--- config.mk ---
export PLATFORM = sky130hd
export DESIGN_NAME = ring_dma_writer
export DESIGN_NICKNAME = d
export VERILOG_FILES = /design/src/rtl/ringwr_pkg.sv /design/src/rtl/ringwr_regs.sv /design/src/rtl/ringwr_flow.sv /design/src/rtl/ringwr_addr_gen.sv /design/src/rtl/ring_dma_writer.sv
export SDC_FILE = /design/constraint.sdc
export NUM_CORES = 1
export LEC_CHECK = 0
export BUFFER_PORTS_ARGS = -buffer_cell sky130_fd_sc_hd__buf_2
export CAP_MARGIN = 20
export CORE_MARGIN = 2
export CORE_UTILIZATION = 55
export CTS_CLUSTER_DIAMETER = 120
export DETAILED_ROUTE_END_ITERATION = 8
export GPL_ROUTABILITY_DRIVEN = 0
export PLACE_DENSITY = 0.81
export SETUP_SLACK_MARGIN = 0.2
export SLEW_MARGIN = 10
export SYNTH_ARGS = -nofsm -noshare
export SYNTH_HDL_FRONTEND = slang
export SYNTH_SLANG_ARGS = --single-unit
--- constraint.sdc ---
create_clock -name clk -period 5.1 [get_ports clk]
set_input_delay 1.53 -clock clk [delete_from_list [all_inputs] [get_ports clk]]
set_output_delay 1.53 -clock clk [all_outputs]
set_load 0.02 [all_outputs]
--- src/rtl/ringwr_pkg.sv ---
`timescale 1ns/1ps
package ringwr_pkg;

  typedef enum logic [1:0] {
    SEL_BASE  = 2'd0,
    SEL_COUNT = 2'd1,
    SEL_STOP  = 2'd2,
    SEL_CTRL  = 2'd3
  } reg_sel_e;

  typedef enum logic [1:0] {
    SZ_BYTE  = 2'd0,
    SZ_HALF  = 2'd1,
    SZ_WORD  = 2'd2,
    SZ_WORD2 = 2'd3
  } xfer_size_e;

  // packed: size in [3:2], circular in [1], run in [0]
  typedef struct packed {
    xfer_size_e size;
    logic       circ;
    logic       run;
  } chan_ctrl_t;

  function automatic logic [2:0] size_step(input xfer_size_e s);
    case (s)
      SZ_BYTE: size_step = 3'd1;
      SZ_HALF: size_step = 3'd2;
      default: size_step = 3'd4;
    endcase
  endfunction

endpackage

--- src/rtl/ringwr_regs.sv ---
`timescale 1ns/1ps
module ringwr_regs
  import ringwr_pkg::*;
#(
  parameter int ADDR_W = 32,
  parameter int CNT_W  = 16
) (
  input  logic              clk,
  input  logic              rst_n,
  input  logic              cfg_we,
  input  logic [1:0]        cfg_sel,
  input  logic [ADDR_W-1:0] cfg_wdata,
  output logic [ADDR_W-1:0] base_q,
  output logic [CNT_W-1:0]  count_q,
  output logic [ADDR_W-1:0] stop_q,
  output chan_ctrl_t        ctrl_q,
  output logic              ctrl_wr,
  output chan_ctrl_t        ctrl_new
);

  localparam logic [ADDR_W-1:0] STOP_RST = ADDR_W'(1);

  logic [ADDR_W-1:0] base_d, stop_d;
  logic [CNT_W-1:0]  count_d;
  chan_ctrl_t        ctrl_d;

  assign ctrl_wr  = cfg_we && (reg_sel_e'(cfg_sel) == SEL_CTRL);
  assign ctrl_new = chan_ctrl_t'(cfg_wdata[3:0]);

  always_comb begin
    base_d  = base_q;
    count_d = count_q;
    stop_d  = stop_q;
    ctrl_d  = ctrl_q;
    if (cfg_we) begin
      case (reg_sel_e'(cfg_sel))
        SEL_BASE:  base_d  = cfg_wdata;
        SEL_COUNT: count_d = cfg_wdata[CNT_W-1:0];
        SEL_STOP:  stop_d  = cfg_wdata;
        default:   ctrl_d  = ctrl_new;
      endcase
    end
  end

  always_ff @(posedge clk or negedge rst_n) begin
    if (!rst_n) begin
      base_q  <= '0;
      count_q <= '0;
      stop_q  <= STOP_RST;
      ctrl_q  <= '0;
    end else if (cfg_we) begin
      base_q  <= base_d;
      count_q <= count_d;
      stop_q  <= stop_d;
      ctrl_q  <= ctrl_d;
    end
  end

endmodule

--- src/rtl/ringwr_flow.sv ---
`timescale 1ns/1ps
module ringwr_flow #(
  parameter int ADDR_W = 32
) (
  input  logic              active,
  input  logic              circ,
  input  logic              ctrl_wr,
  input  logic [ADDR_W-1:0] cur_addr,
  input  logic [ADDR_W-1:0] stop_addr,
  input  logic              io_valid,
  output logic              io_ready,
  output logic              xfer
);

  logic at_stop;

  always_comb begin
    at_stop  = circ && (cur_addr == stop_addr);
    io_ready = active && !ctrl_wr && !at_stop;
    xfer     = io_ready && io_valid;
  end

endmodule

--- src/rtl/ringwr_addr_gen.sv ---
`timescale 1ns/1ps
module ringwr_addr_gen #(
  parameter int ADDR_W = 32,
  parameter int CNT_W  = 16
) (
  input  logic              clk,
  input  logic              rst_n,
  input  logic              load,
  input  logic              halt,
  input  logic              xfer,
  input  logic              circ,
  input  logic [ADDR_W-1:0] step,
  input  logic [ADDR_W-1:0] base,
  input  logic [CNT_W-1:0]  count,
  output logic [ADDR_W-1:0] cur_q,
  output logic              active_q,
  output logic              tc_q
);

  logic [ADDR_W-1:0] cur_d;
  logic [CNT_W-1:0]  rem_q, rem_d;
  logic              active_d, tc_d, last;

  assign last = (rem_q == '0);

  always_comb begin
    cur_d    = cur_q;
    rem_d    = rem_q;
    active_d = active_q;
    tc_d     = tc_q;
    if (load) begin
      cur_d    = base;
      rem_d    = count;
      active_d = 1'b1;
      tc_d     = 1'b0;
    end else if (halt) begin
      active_d = 1'b0;
    end else if (xfer) begin
      if (!last) begin
        cur_d = cur_q + step;
        rem_d = rem_q - 1'b1;
      end else if (circ) begin
        cur_d = base;
        rem_d = count;
      end else begin
        cur_d    = cur_q + step;
        active_d = 1'b0;
        tc_d     = 1'b1;
      end
    end
  end

  always_ff @(posedge clk or negedge rst_n) begin
    if (!rst_n) begin
      cur_q    <= '0;
      rem_q    <= '0;
      active_q <= 1'b0;
      tc_q     <= 1'b0;
    end else begin
      cur_q    <= cur_d;
      rem_q    <= rem_d;
      active_q <= active_d;
      tc_q     <= tc_d;
    end
  end

  // terminal count always means the channel has stopped
  a_r7_tc_halts: assert property (@(posedge clk) disable iff (!rst_n)
    tc_q |-> !active_q);

  // the element that uses up the count brings the address back to the base
  a_r4_wrap_to_base: assert property (@(posedge clk) disable iff (!rst_n)
    (xfer && last && circ) |=> (cur_q == $past(base)));

  // a transfer inside a pass moves the address by one element
  a_r3_advance: assert property (@(posedge clk) disable iff (!rst_n)
    (xfer && !last) |=> (cur_q == $past(cur_q) + $past(step)));

endmodule

--- src/rtl/ring_dma_writer.sv ---
`timescale 1ns/1ps
module ring_dma_writer
  import ringwr_pkg::*;
#(
  parameter int ADDR_W = 32,
  parameter int CNT_W  = 16,
  parameter int DATA_W = 32
) (
  input  logic              clk,
  input  logic              rst_n,
  input  logic              cfg_we,
  input  logic [1:0]        cfg_sel,
  input  logic [ADDR_W-1:0] cfg_wdata,
  input  logic              io_valid,
  input  logic [DATA_W-1:0] io_data,
  output logic              io_ready,
  output logic              mem_wr,
  output logic [ADDR_W-1:0] mem_addr,
  output logic [DATA_W-1:0] mem_wdata,
  output logic [1:0]        mem_size,
  output logic              tc,
  output logic [ADDR_W-1:0] cur_addr
);

  logic [1:0]        rst_sync_q;
  logic              rst_int_n;
  logic [ADDR_W-1:0] base_q, stop_q, step;
  logic [CNT_W-1:0]  count_q;
  chan_ctrl_t        ctrl_q, ctrl_new;
  logic              ctrl_wr, active, xfer;

  always_ff @(posedge clk or negedge rst_n) begin
    if (!rst_n) rst_sync_q <= 2'b00;
    else        rst_sync_q <= {rst_sync_q[0], 1'b1};
  end
  assign rst_int_n = rst_sync_q[1];

  ringwr_regs #(.ADDR_W(ADDR_W), .CNT_W(CNT_W)) u_regs (
    .clk(clk), .rst_n(rst_int_n), .cfg_we(cfg_we), .cfg_sel(cfg_sel),
    .cfg_wdata(cfg_wdata), .base_q(base_q), .count_q(count_q),
    .stop_q(stop_q), .ctrl_q(ctrl_q), .ctrl_wr(ctrl_wr), .ctrl_new(ctrl_new)
  );

  assign step = ADDR_W'(size_step(ctrl_q.size));

  ringwr_flow #(.ADDR_W(ADDR_W)) u_flow (
    .active(active), .circ(ctrl_q.circ), .ctrl_wr(ctrl_wr),
    .cur_addr(cur_addr), .stop_addr(stop_q), .io_valid(io_valid),
    .io_ready(io_ready), .xfer(xfer)
  );

  ringwr_addr_gen #(.ADDR_W(ADDR_W), .CNT_W(CNT_W)) u_agen (
    .clk(clk), .rst_n(rst_int_n),
    .load(ctrl_wr && ctrl_new.run), .halt(ctrl_wr && !ctrl_new.run),
    .xfer(xfer), .circ(ctrl_q.circ), .step(step), .base(base_q),
    .count(count_q), .cur_q(cur_addr), .active_q(active), .tc_q(tc)
  );

  assign mem_wr    = xfer;
  assign mem_addr  = cur_addr;
  assign mem_wdata = io_data;
  assign mem_size  = ctrl_q.size;

  // in circular mode no write ever lands on the stop address
  a_r5_no_write_at_stop: assert property (@(posedge clk) disable iff (!rst_int_n)
    (mem_wr && ctrl_q.circ) |-> (mem_addr != stop_q));

  // clearing run closes the handshake from the next cycle
  a_r10_halt_closes: assert property (@(posedge clk) disable iff (!rst_int_n)
    (ctrl_wr && !ctrl_new.run) |=> !io_ready);

  // after terminal count the device is never acknowledged
  a_r7_no_ack_after_tc: assert property (@(posedge clk) disable iff (!rst_int_n)
    tc |-> !io_ready);

  // a control write cycle never acknowledges the device
  a_r2_ctrl_blocks: assert property (@(posedge clk) disable iff (!rst_int_n)
    ctrl_wr |-> !mem_wr);

endmodule

==> metrics, run 1 <==
first-pass GRT wire length=33.6 mm; sequential area share after synthesis=44.8%; LEAKAGE=0.00354 uW; worst path cell trace=xor2_1 > nor4_1 > nand4_1 > nor3_2 > nor2_1 > buf_2; CP startpoint kind=register; Peak VDD IR=0.000403 V; number of max-cap violations=0; top_reg_cell synth=dfrtp_1; CTS buffer count=17; row cnt=42; outcome=finished clean; # fillers=1049; top cell type's share of synthesized area=44.5%; chip width=121 um; max incr delay on CP=650 ps; Clk Latency, worst-skew pair=420 ps; Crit Path Class=register to primary output; Critical Path Fanout Max=10; cell area after synthesis=7540 um2; post-cts hold buffer count=0; final cell count without fillers=954; Yosys cell types=59; DPL Wire Length=14.5 mm; wirelength, routed=21.4 mm; drt first pass iters=5; Slowest cell on crit path=nor4_1; Via density=6.72; Max Clock Skew=11.8 ps; pwr dens=476 nW/um2; clock buffer depth=2; most frequent cell after synthesis=dfrtp_1; worst slew pin tran=1010 ps; area of the multi-input gates=3470 um2; Post-Route Setup TNS=0 ps; Syn-to-layout area delta=11.0%; Reg clk slew, reported paths=60 ps; EDFF count, synth=0; HP Class=register to asynchronous set/reset pin; Total Nets Final=841; CTS tree=built; ANT nets after route=0; Die H=121 um; pre-CTS WS=988 ps; H-tree levels=4; GRT Residual Overflow=0; number of synthesized register bits=135; Register Area=3380 um2; largest net degree at the start of global routing=85; initial antenna violation count=0; Slew HR=32.3%; final setup fails=0; DRT iter0 DRCs=846; Hold Violations, Final=0; Commonest cells post-synth=dfrtp_1 (134), mux2_2 (83), buf_4 (64); Tot GR Track Use=29.9%; Core Box Area=13300 um2; layout cell share with drive strength beyond 1=31.6%; DRC=0; Synth area leaders=dfrtp_1 (44%), mux2_2 (12%), buf_4 (6.4%); drt wl/cell=22.4 um; f_max=0.231 GHz; crit share post-route=84.8%; cell taking the most area after synthesis=dfrtp_1; DP Cell Count=920; Syn Area/Cell=10.3 um2; Net Count, Synth=811; Reg2Reg Setup Slack=1800 ps; Max Transition Viols Final=0; die area=14700 um2; CTS Root Cell=clkbuf_16; post-CTS resize count=0; Syn. warnings=0; Syn Inst Count=735; input/output buffers=106; min Tclk post-route=4330 ps; post-route setup slack=774 ps; diode count=0; clk sinks=135; number of global-route vias before repair=6348; Min Hold Slack=245 ps; Setup Buffers After CTS=0; Critical Path AT=2800 ps; IO Pins=171; Worst EP required=3570 ps; crit end category=primary output; Post-synth ARST share=100%; Initial Util=56.7%; routed vias=6407; RSZ-0062 raised after global routing=no
final cells by class:
| class | instances | area share, % |
|---|---|---|
| multi-input combinational | 482 | 41.5 |
| sequential | 135 | 40.4 |
| timing repair buffer | 120 | 7.93 |
| clock buffer | 25 | 6.28 |
| tap | 176 | 2.63 |
| clock inverter | 7 | 0.778 |
| inverter | 9 | 0.404 |
logic make-up after synthesis:
kind of cell,after synthesis,synth area share (%)
and+or+nand+nor,190,12.7
DFF,135,44.8
adders and majority gates,6,1.10
muxes,83,12.4
buffers and inverters,118,9.28
xor gates and xnor gates,30,3.49
AOI/OAI and AO/OA,172,16.1
other,1,0.0498
state kept, by name, summed over array words and instances, names as in the netlist:
signal and count:
rst_sync_q 2, u_agen.active_q 1, u_agen.cur_q 32, u_agen.rem_q 16, u_agen.tc_q 1, u_regs.base_q 32
u_regs.count_q 16, u_regs.ctrl_q 3, u_regs.stop_q 32
critical path, delay by kind of cell (launching register included):
family                 cells  cell delay (ps)
AND/OR/NAND/NOR            4             1450
buffers and inverters      1              190
XOR/XNOR                   1              230
flip-flops                 1              510
cell usage in the layout (no fill, tap or decap), drive strengths merged, types with 9 or more instances in the layout:
master	synthesis	final
nand4	13	13
inv	9	9
o21ai	28	28
nand3	14	14
a21oi	45	45
o32a	11	11
buf	72	120
mux2	83	83
a211oi	15	15
a31oi	9	9
a311oi	22	22
clkbuf	37	25
xor2	29	29
nor4	13	13
nor3	27	27
and3	9	9
nor2	39	39
nand2	48	48
dfrtp	134	134
metrics by stage:
step	power, uW	utilization, %	instance area [um2]
4_1_cts	3970	62.6	8320
2_1_floorplan	2470	-	7540
5_1_grt	4160	62.9	8370
3_3_place_gp	2700	58.2	7730
6_report	3990	62.9	8370
3_5_place_dp	2760	58.2	7730
where the power goes:
| group | switching, uW | internal (uW) |
|---|---|---|
| registers | 333 | 1310 |
| logic | 669 | 464 |
| clock network | 451 | 758 |
| total | 1450 | 2530 |
per-layer routing:
metal | track usage (%) | vias to the layer above | routed length (um)
met5 | 0 | - | 0
met4 | 13.2 | 0 | 851
met3 | 8.46 | 91 | 2170
met2 | 48.0 | 462 | 10300
met1 | 37.6 | 3121 | 8100
li1 | - | 2733 | -
final timing paths:
kind / startpoint / endpoint / cells after the start
worst max-delay path: u_agen.cur_q[3] / mem_wr / 6
worst min-delay path: rst_sync_q[1] / u_agen.cur_q[20] / 0
worst max register to register: u_agen.cur_q[3] / u_agen.cur_q[0] / 7
worst min register to register: rst_sync_q[1] / u_agen.cur_q[20] / 0
max in group asynchronous: rst_sync_q[1] / u_agen.cur_q[10] / 1
min in group clk: rst_sync_q[0] / rst_sync_q[1] / 0
Power figures use the tool's default switching activity.
==> inputs of run 2 (changes only) <==
==> constraint.sdc (replaced) <==
create_clock -name clk -period 4 [get_ports clk]
set_input_delay 1.2 -clock clk [delete_from_list [all_inputs] [get_ports clk]]
set_output_delay 1.2 -clock clk [all_outputs]
set_load 0.02 [all_outputs]
==> run 2 against run 1 <==
  * Sequential share of layout area shrank 0.14 points
  * First-iteration DRC count rose by 5.7%
  * Hold slack improved by 110 ps
  * Wire length fell by 0.50%
  * Largest power group unchanged
  * Critical path type unchanged
  * Clock-buffer cell count decreased by 6
  * Setup slack lost 550 ps
  * Register-to-register slack worse by 1100 ps
==> metrics, run 2 (synthesized netlist as in run 1, its figures left out) <==
diode count=0; Worst Hold Launch=rst_sync_q[0]; Peak VDD IR=0.000423 V; f_max=0.265 GHz; first-pass GRT wire length=33.4 mm; clock buffer depth=2; crit share post-route=94.5%; ANT nets after route=0; Regs by FF count=u_agen.cur_q x32, u_regs.base_q x32, u_regs.stop_q x32; DRT iter0 DRCs=894; Post-Route Setup TNS=0 ps; min Tclk post-route=3780 ps; Hold Path Depth=0; Critical Path AT=2580 ps; wirelength, routed=21.3 mm; Initial Util=56.7%; Max Transition Viols Final=0; input/output buffers=106; Core Box Area=13300 um2; # fillers=1040; most frequent cells in the layout=dfrtp_1 (132), buf_2 (106), mux2_2 (83), nand2_1 (48), a21oi_1 (43); Die H=121 um; number of max-cap violations=0; CTS Root Cell=clkbuf_16; Crit Path Class=register to primary output; CTS tree=built; clk sinks=135; DPL Wire Length=14.7 mm; Worst EP required=2800 ps; GRT Residual Overflow=0; CP endpoint=mem_wr; row cnt=42; crit end category=primary output; Hold Violations, Final=0; Min Hold Slack=351 ps; Tot GR Track Use=29.9%; CTS buffer count=17; drt first pass iters=6; Clk Latency, worst-skew pair=430 ps; LEAKAGE=0.00353 uW; routed vias=6332; Syn-to-layout area delta=11.4%; DRC=0; HP Class=register to register; Critical Path Fanout Max=6; layout cell share with drive strength beyond 1=31.9%; final setup fails=0; pwr dens=618 nW/um2; RR Endpoint=u_agen.rem_q[1]; most common cell after layout, fill and taps aside=dfrtp_1; largest net degree at the start of global routing=75; die area=14700 um2; drt wl/cell=22.2 um; Max Clock Skew=10.3 ps; worst-case reg-to-reg path depth=7; CP startpoint kind=register; RSZ-0062 raised after global routing=no; H-tree levels=4; Reg2Reg Setup Slack=750 ps; number of global-route vias before repair=6057; Slew HR=34.5%; outcome=finished clean; Total Nets Final=844; Reg clk slew, reported paths=60 ps; initial antenna violation count=0; IO Pins=171; launch point of the worst reg-to-reg path=u_agen.cur_q[16]; crit path from=u_agen.cur_q[16]; worst slew pin tran=982 ps; chip width=121 um; Via density=6.62
[run 2: changes by cell type in the layout (fill, tap and decap cells not counted), sizes merged]
cell      previous run  this run
clkbuf              25        19
clkinvlp             2         6
buf                120       123
bufinv               1         4
clkinv               4         2
[run 2: cell type report]
type | count | area, um2 | area share, %
Clock buffer | 19 | 433 | 5.15
Clock inverter | 12 | 179 | 2.13
Inverter | 9 | 33.8 | 0.402
Multi-Input combinational cell | 482 | 3490 | 41.6
Sequential cell | 135 | 3380 | 40.3
Tap cell | 176 | 220 | 2.62
Timing Repair Buffer | 123 | 658 | 7.84
[run 2: worst max-delay path, stage by stage, from the launching register on]
cell	delay (ps)
dfrtp_1	480
xor2_1	260
nor4_1	470
nand4_1	300
nor3_2	300
nor2_1	160
buf_2	190
[run 2: how the worst min path moves through the flow]
stage	end	slack (ps)
3_5_place_dp	rst_sync_q[1]	340
6_report	rst_sync_q[1]	350
3_3_place_gp	rst_sync_q[1]	340
4_1_cts	rst_sync_q[1]	350
2_1_floorplan	rst_sync_q[1]	330
5_1_grt	rst_sync_q[1]	360
[run 2: layer usage]
layer  global-route usage [%]  wire, um  up-vias
li1                         -         -     2734
met1                     38.4      8120     3074
met2                     48.7     10200      434
met3                     6.39      2040       90
met4                     13.4       906        0
met5                        0         0        -
[run 2: where the power goes]
part	internal [uW]	switching, uW	leakage (uW)
registers	1670	435	0.00154
clock network	1040	591	0.000277
logic	593	860	0.00171
[run 2: timing repair]
action	in CTS	in global routing
setup endpoints to repair	2	1
resized for setup	2	1
pin swaps	0	1
buffers inserted	0	0
hold buffers	0	0
[run 2: stage by stage]
step / setup slack (ps) / total power, uW / area [um2] / instances / utilization, %
after CTS: 287 / 5180 / 8400 / 956 / 63.2
after global placement: 504 / 3460 / 7770 / 925 / 58.4
after floorplan: 529 / 3150 / 7540 / 735 / -
after detailed placement: 445 / 3520 / 7770 / 925 / 58.4
final: 221 / 5190 / 8400 / 956 / 63.2
after global routing: 214 / 5410 / 8400 / 956 / 63.2
==> inputs of run 3 (changes only) <==
--- a/config.mk
+++ b/config.mk
@@ -5,14 +5,15 @@
 export SDC_FILE = /design/constraint.sdc
 export NUM_CORES = 1
 export LEC_CHECK = 0
+export ABC_AREA = 1
 export BUFFER_PORTS_ARGS = -buffer_cell sky130_fd_sc_hd__buf_2
 export CAP_MARGIN = 20
 export CORE_MARGIN = 2
-export CORE_UTILIZATION = 55
+export CORE_UTILIZATION = 56
 export CTS_CLUSTER_DIAMETER = 120
 export DETAILED_ROUTE_END_ITERATION = 8
 export GPL_ROUTABILITY_DRIVEN = 0
-export PLACE_DENSITY = 0.81
+export PLACE_DENSITY = 0.82
 export SETUP_SLACK_MARGIN = 0.2
 export SLEW_MARGIN = 10
 export SYNTH_ARGS = -nofsm -noshare
==> run 3 against run 2 <==
  * Critical path depth rose by 4
  * Largest power group is now combinational logic
  * Hold slack got worse by 1.3 ps
  * Setup slack improved by 430 ps
  * Wire length is 7.6% lower
  * Cell count grew 35%
  * Largest cell class unchanged
  * Clock power up 4%
  * Register-to-register slack better by 540 ps
  * Clock-buffer cell count is 4 higher
  * Highest routed layer unchanged
  * Via count increased by 11%
==> metrics, run 3 <==
outcome=finished clean; top_reg_cell synth=dfrtp_1; HP Class=register to register; clk sinks=135; Syn Inst Count=1070; IO Pins=171; row cnt=43; CTS Root Cell=clkbuf_16; RSZ-0062 raised after global routing=no; post-cts hold buffer count=0; Comb pwr share=36.4%; worst-case reg-to-reg path depth=13; EDFF count, synth=0; number of cells on the critical path=10; Syn Area/Cell=7.51 um2; H-tree levels=4; max incr delay on CP=490 ps; worst slew pin tran=894 ps; Min Hold Slack=349 ps; pwr dens=697 nW/um2; Critical Path AT=2150 ps; Via density=5.42; CTS buffer count=17; Post-synth ARST share=100%; layout cell share with drive strength beyond 1=16.8%; GRT Residual Overflow=0; most common cell after layout, fill and taps aside=nand2_1; routed vias=7015; worst path cell trace=inv_1 > nand2_1 > o21ai_0 > nor2_1 > nand3_1 > nor2_1 > nand3_2 > nand3_2 > inv_1 > buf_2; wirelength, routed=19.7 mm; Pint=3670 uW; crit share post-route=83.7%; chip width=124 um; Buf/Inv on CP=3; Critical Path Fanout Max=7; Hold Violations, Final=0; Peak VDD IR=0.000361 V; Sequential Power Share=35.9%; Yosys cell types=40; crit end category=primary output; drt first pass iters=6; DRT iter0 DRCs=608; Clock power frac=27.7%; first-pass GRT wire length=31.9 mm; final setup fails=0; most frequent cell after synthesis=nand2_1; Slew HR=40.2%; clock buffer depth=2; cell area after synthesis=8040 um2; switching power share of the total=40.4%; Setup Buffers After CTS=0; pre-CTS WS=767 ps; Net Count, Synth=1146; Commonest cells post-synth=nand2_1 (302), dfrtp_1 (134), o21ai_0 (116); Reg clk slew, reported paths=50 ps; Syn. warnings=0; number of global-route vias before repair=6565; f_max=0.299 GHz; diode count=0; ANT nets after route=0; Die H=124 um; Total Nets Final=1178; Crit Path Class=register to primary output; RR Endpoint=u_agen.rem_q[1]; DRC=0; Synth area leaders=dfrtp_1 (42%), nand2_1 (14%), o21ai_0 (7.2%); die area=15300 um2; input/output buffers=106; drt wl/cell=15.2 um; most frequent cells in the layout=nand2_1 (300), dfrtp_1 (133), o21ai_0 (116), inv_1 (111), buf_2 (106); LEAKAGE=0.00459 uW; number of max-cap violations=0; Worst Hold Launch=rst_sync_q[0]; Max Clock Skew=7.10 ps; CP endpoint=mem_wr; DPL Wire Length=13.2 mm; Core Box Area=13900 um2; CP startpoint kind=register; post-route setup slack=651 ps; Initial Util=57.7%; cell taking the most area after synthesis=dfrtp_1; top cell type's share of synthesized area=41.7%; number of synthesized register bits=135; DP Cell Count=1261; Tot GR Track Use=27.1%; final cell count without fillers=1295; Syn-to-layout area delta=10.0%; min Tclk post-route=3350 ps; initial antenna violation count=0; largest net degree at the start of global routing=72; launch point of the worst reg-to-reg path=u_agen.cur_q[5]; Slowest cell on crit path=dfrtp_1; Regs by FF count=u_agen.cur_q x32, u_regs.base_q x32, u_regs.stop_q x32; Clk Latency, worst-skew pair=420 ps; post-CTS resize count=0; crit path from=u_agen.cur_q[5]; Post-Route Setup TNS=0 ps; Worst EP required=2800 ps; Max Transition Viols Final=0; CTS tree=built; Reg2Reg Setup Slack=1290 ps; Largest delay share family, worst path=simple AND/OR/NAND/NOR gates; switching pwr=2490 uW; sequential area share after synthesis=42.1%
## run 3: changes by cell type in the layout (fill, tap and decap cells not counted), sizes merged, moves of 13 or more
cell	change
o21ai	+106
nand3	+86
nand2	+257
nor3	-14
a211oi	-15
nor4	-13
inv	+107
nor2	+38
mux2	-83
or2	+13
a21oi	-35
a311oi	-22
## run 3: logic make-up after synthesis
family	after synthesis	synth area share, %
xor gates and xnor gates	37	4.03
and+or+nand+nor	527	28.4
buffers and inverters	218	14.4
AOI/OAI and AO/OA	146	10.0
adders and majority gates	6	1.03
DFF	135	42.1
other	1	0.0467
## run 3: how the worst min path moves through the flow
stage                         end  slack [ps]  cells after the start
global route        rst_sync_q[1]         350                      0
CTS                 rst_sync_q[1]         350                      0
floorplan           rst_sync_q[1]         330                      0
global placement    rst_sync_q[1]         340                      0
detailed placement  rst_sync_q[1]         340                      0
finish              rst_sync_q[1]         350                      0
## run 3: power by group through the flow
stage / Combinational (uW) / Clock, uW / Sequential [uW]
after floorplan: 1730 / 0 / 2260
after global placement: 2150 / 0 / 2210
after detailed placement: 2210 / 0 / 2220
after CTS: 2240 / 1720 / 2210
after global routing: 2530 / 1790 / 2270
final: 2240 / 1700 / 2210
## run 3: worst register-to-register path, cell delays in order (launching register included)
cell     delay [ps]
dfrtp_1         490
inv_1           150
nand2_1          90
o21ai_0          80
nor2_1          110
nand3_1         100
nor2_1          220
nand3_2         180
nand3_2         120
buf_4           290
nand2_4         310
buf_12          310
nand3_1          90
nand2_1          60
## run 3: final cells by class
type,instances,area [um2]
clock inverters,9,173
repair buffers,114,648
inverters,117,439
fillers,1216,5090
multi-input cells,717,3500
flip-flops and latches,135,3380
well taps,180,225
clock buffers,23,468
## run 3: metrics by stage
step / power (uW) / cell area, um2 / util, %
floorplan: 3990 / 8040 / -
global placement: 4360 / 8150 / 58.5
detailed placement: 4430 / 8150 / 58.5
CTS: 6160 / 8790 / 63.1
global route: 6600 / 8840 / 63.4
finish: 6160 / 8840 / 63.4
## run 3: metal layers
layer	global-route usage [%]	part of all wire, %	vias to the layer above	wire [um]
met3	6.18	6.2	57	1220
met5	0	0	-	0
met2	45.2	49	238	9730
met1	34.0	41	3337	8160
li1	-	-	3383	-
met4	11.4	2.8	0	555
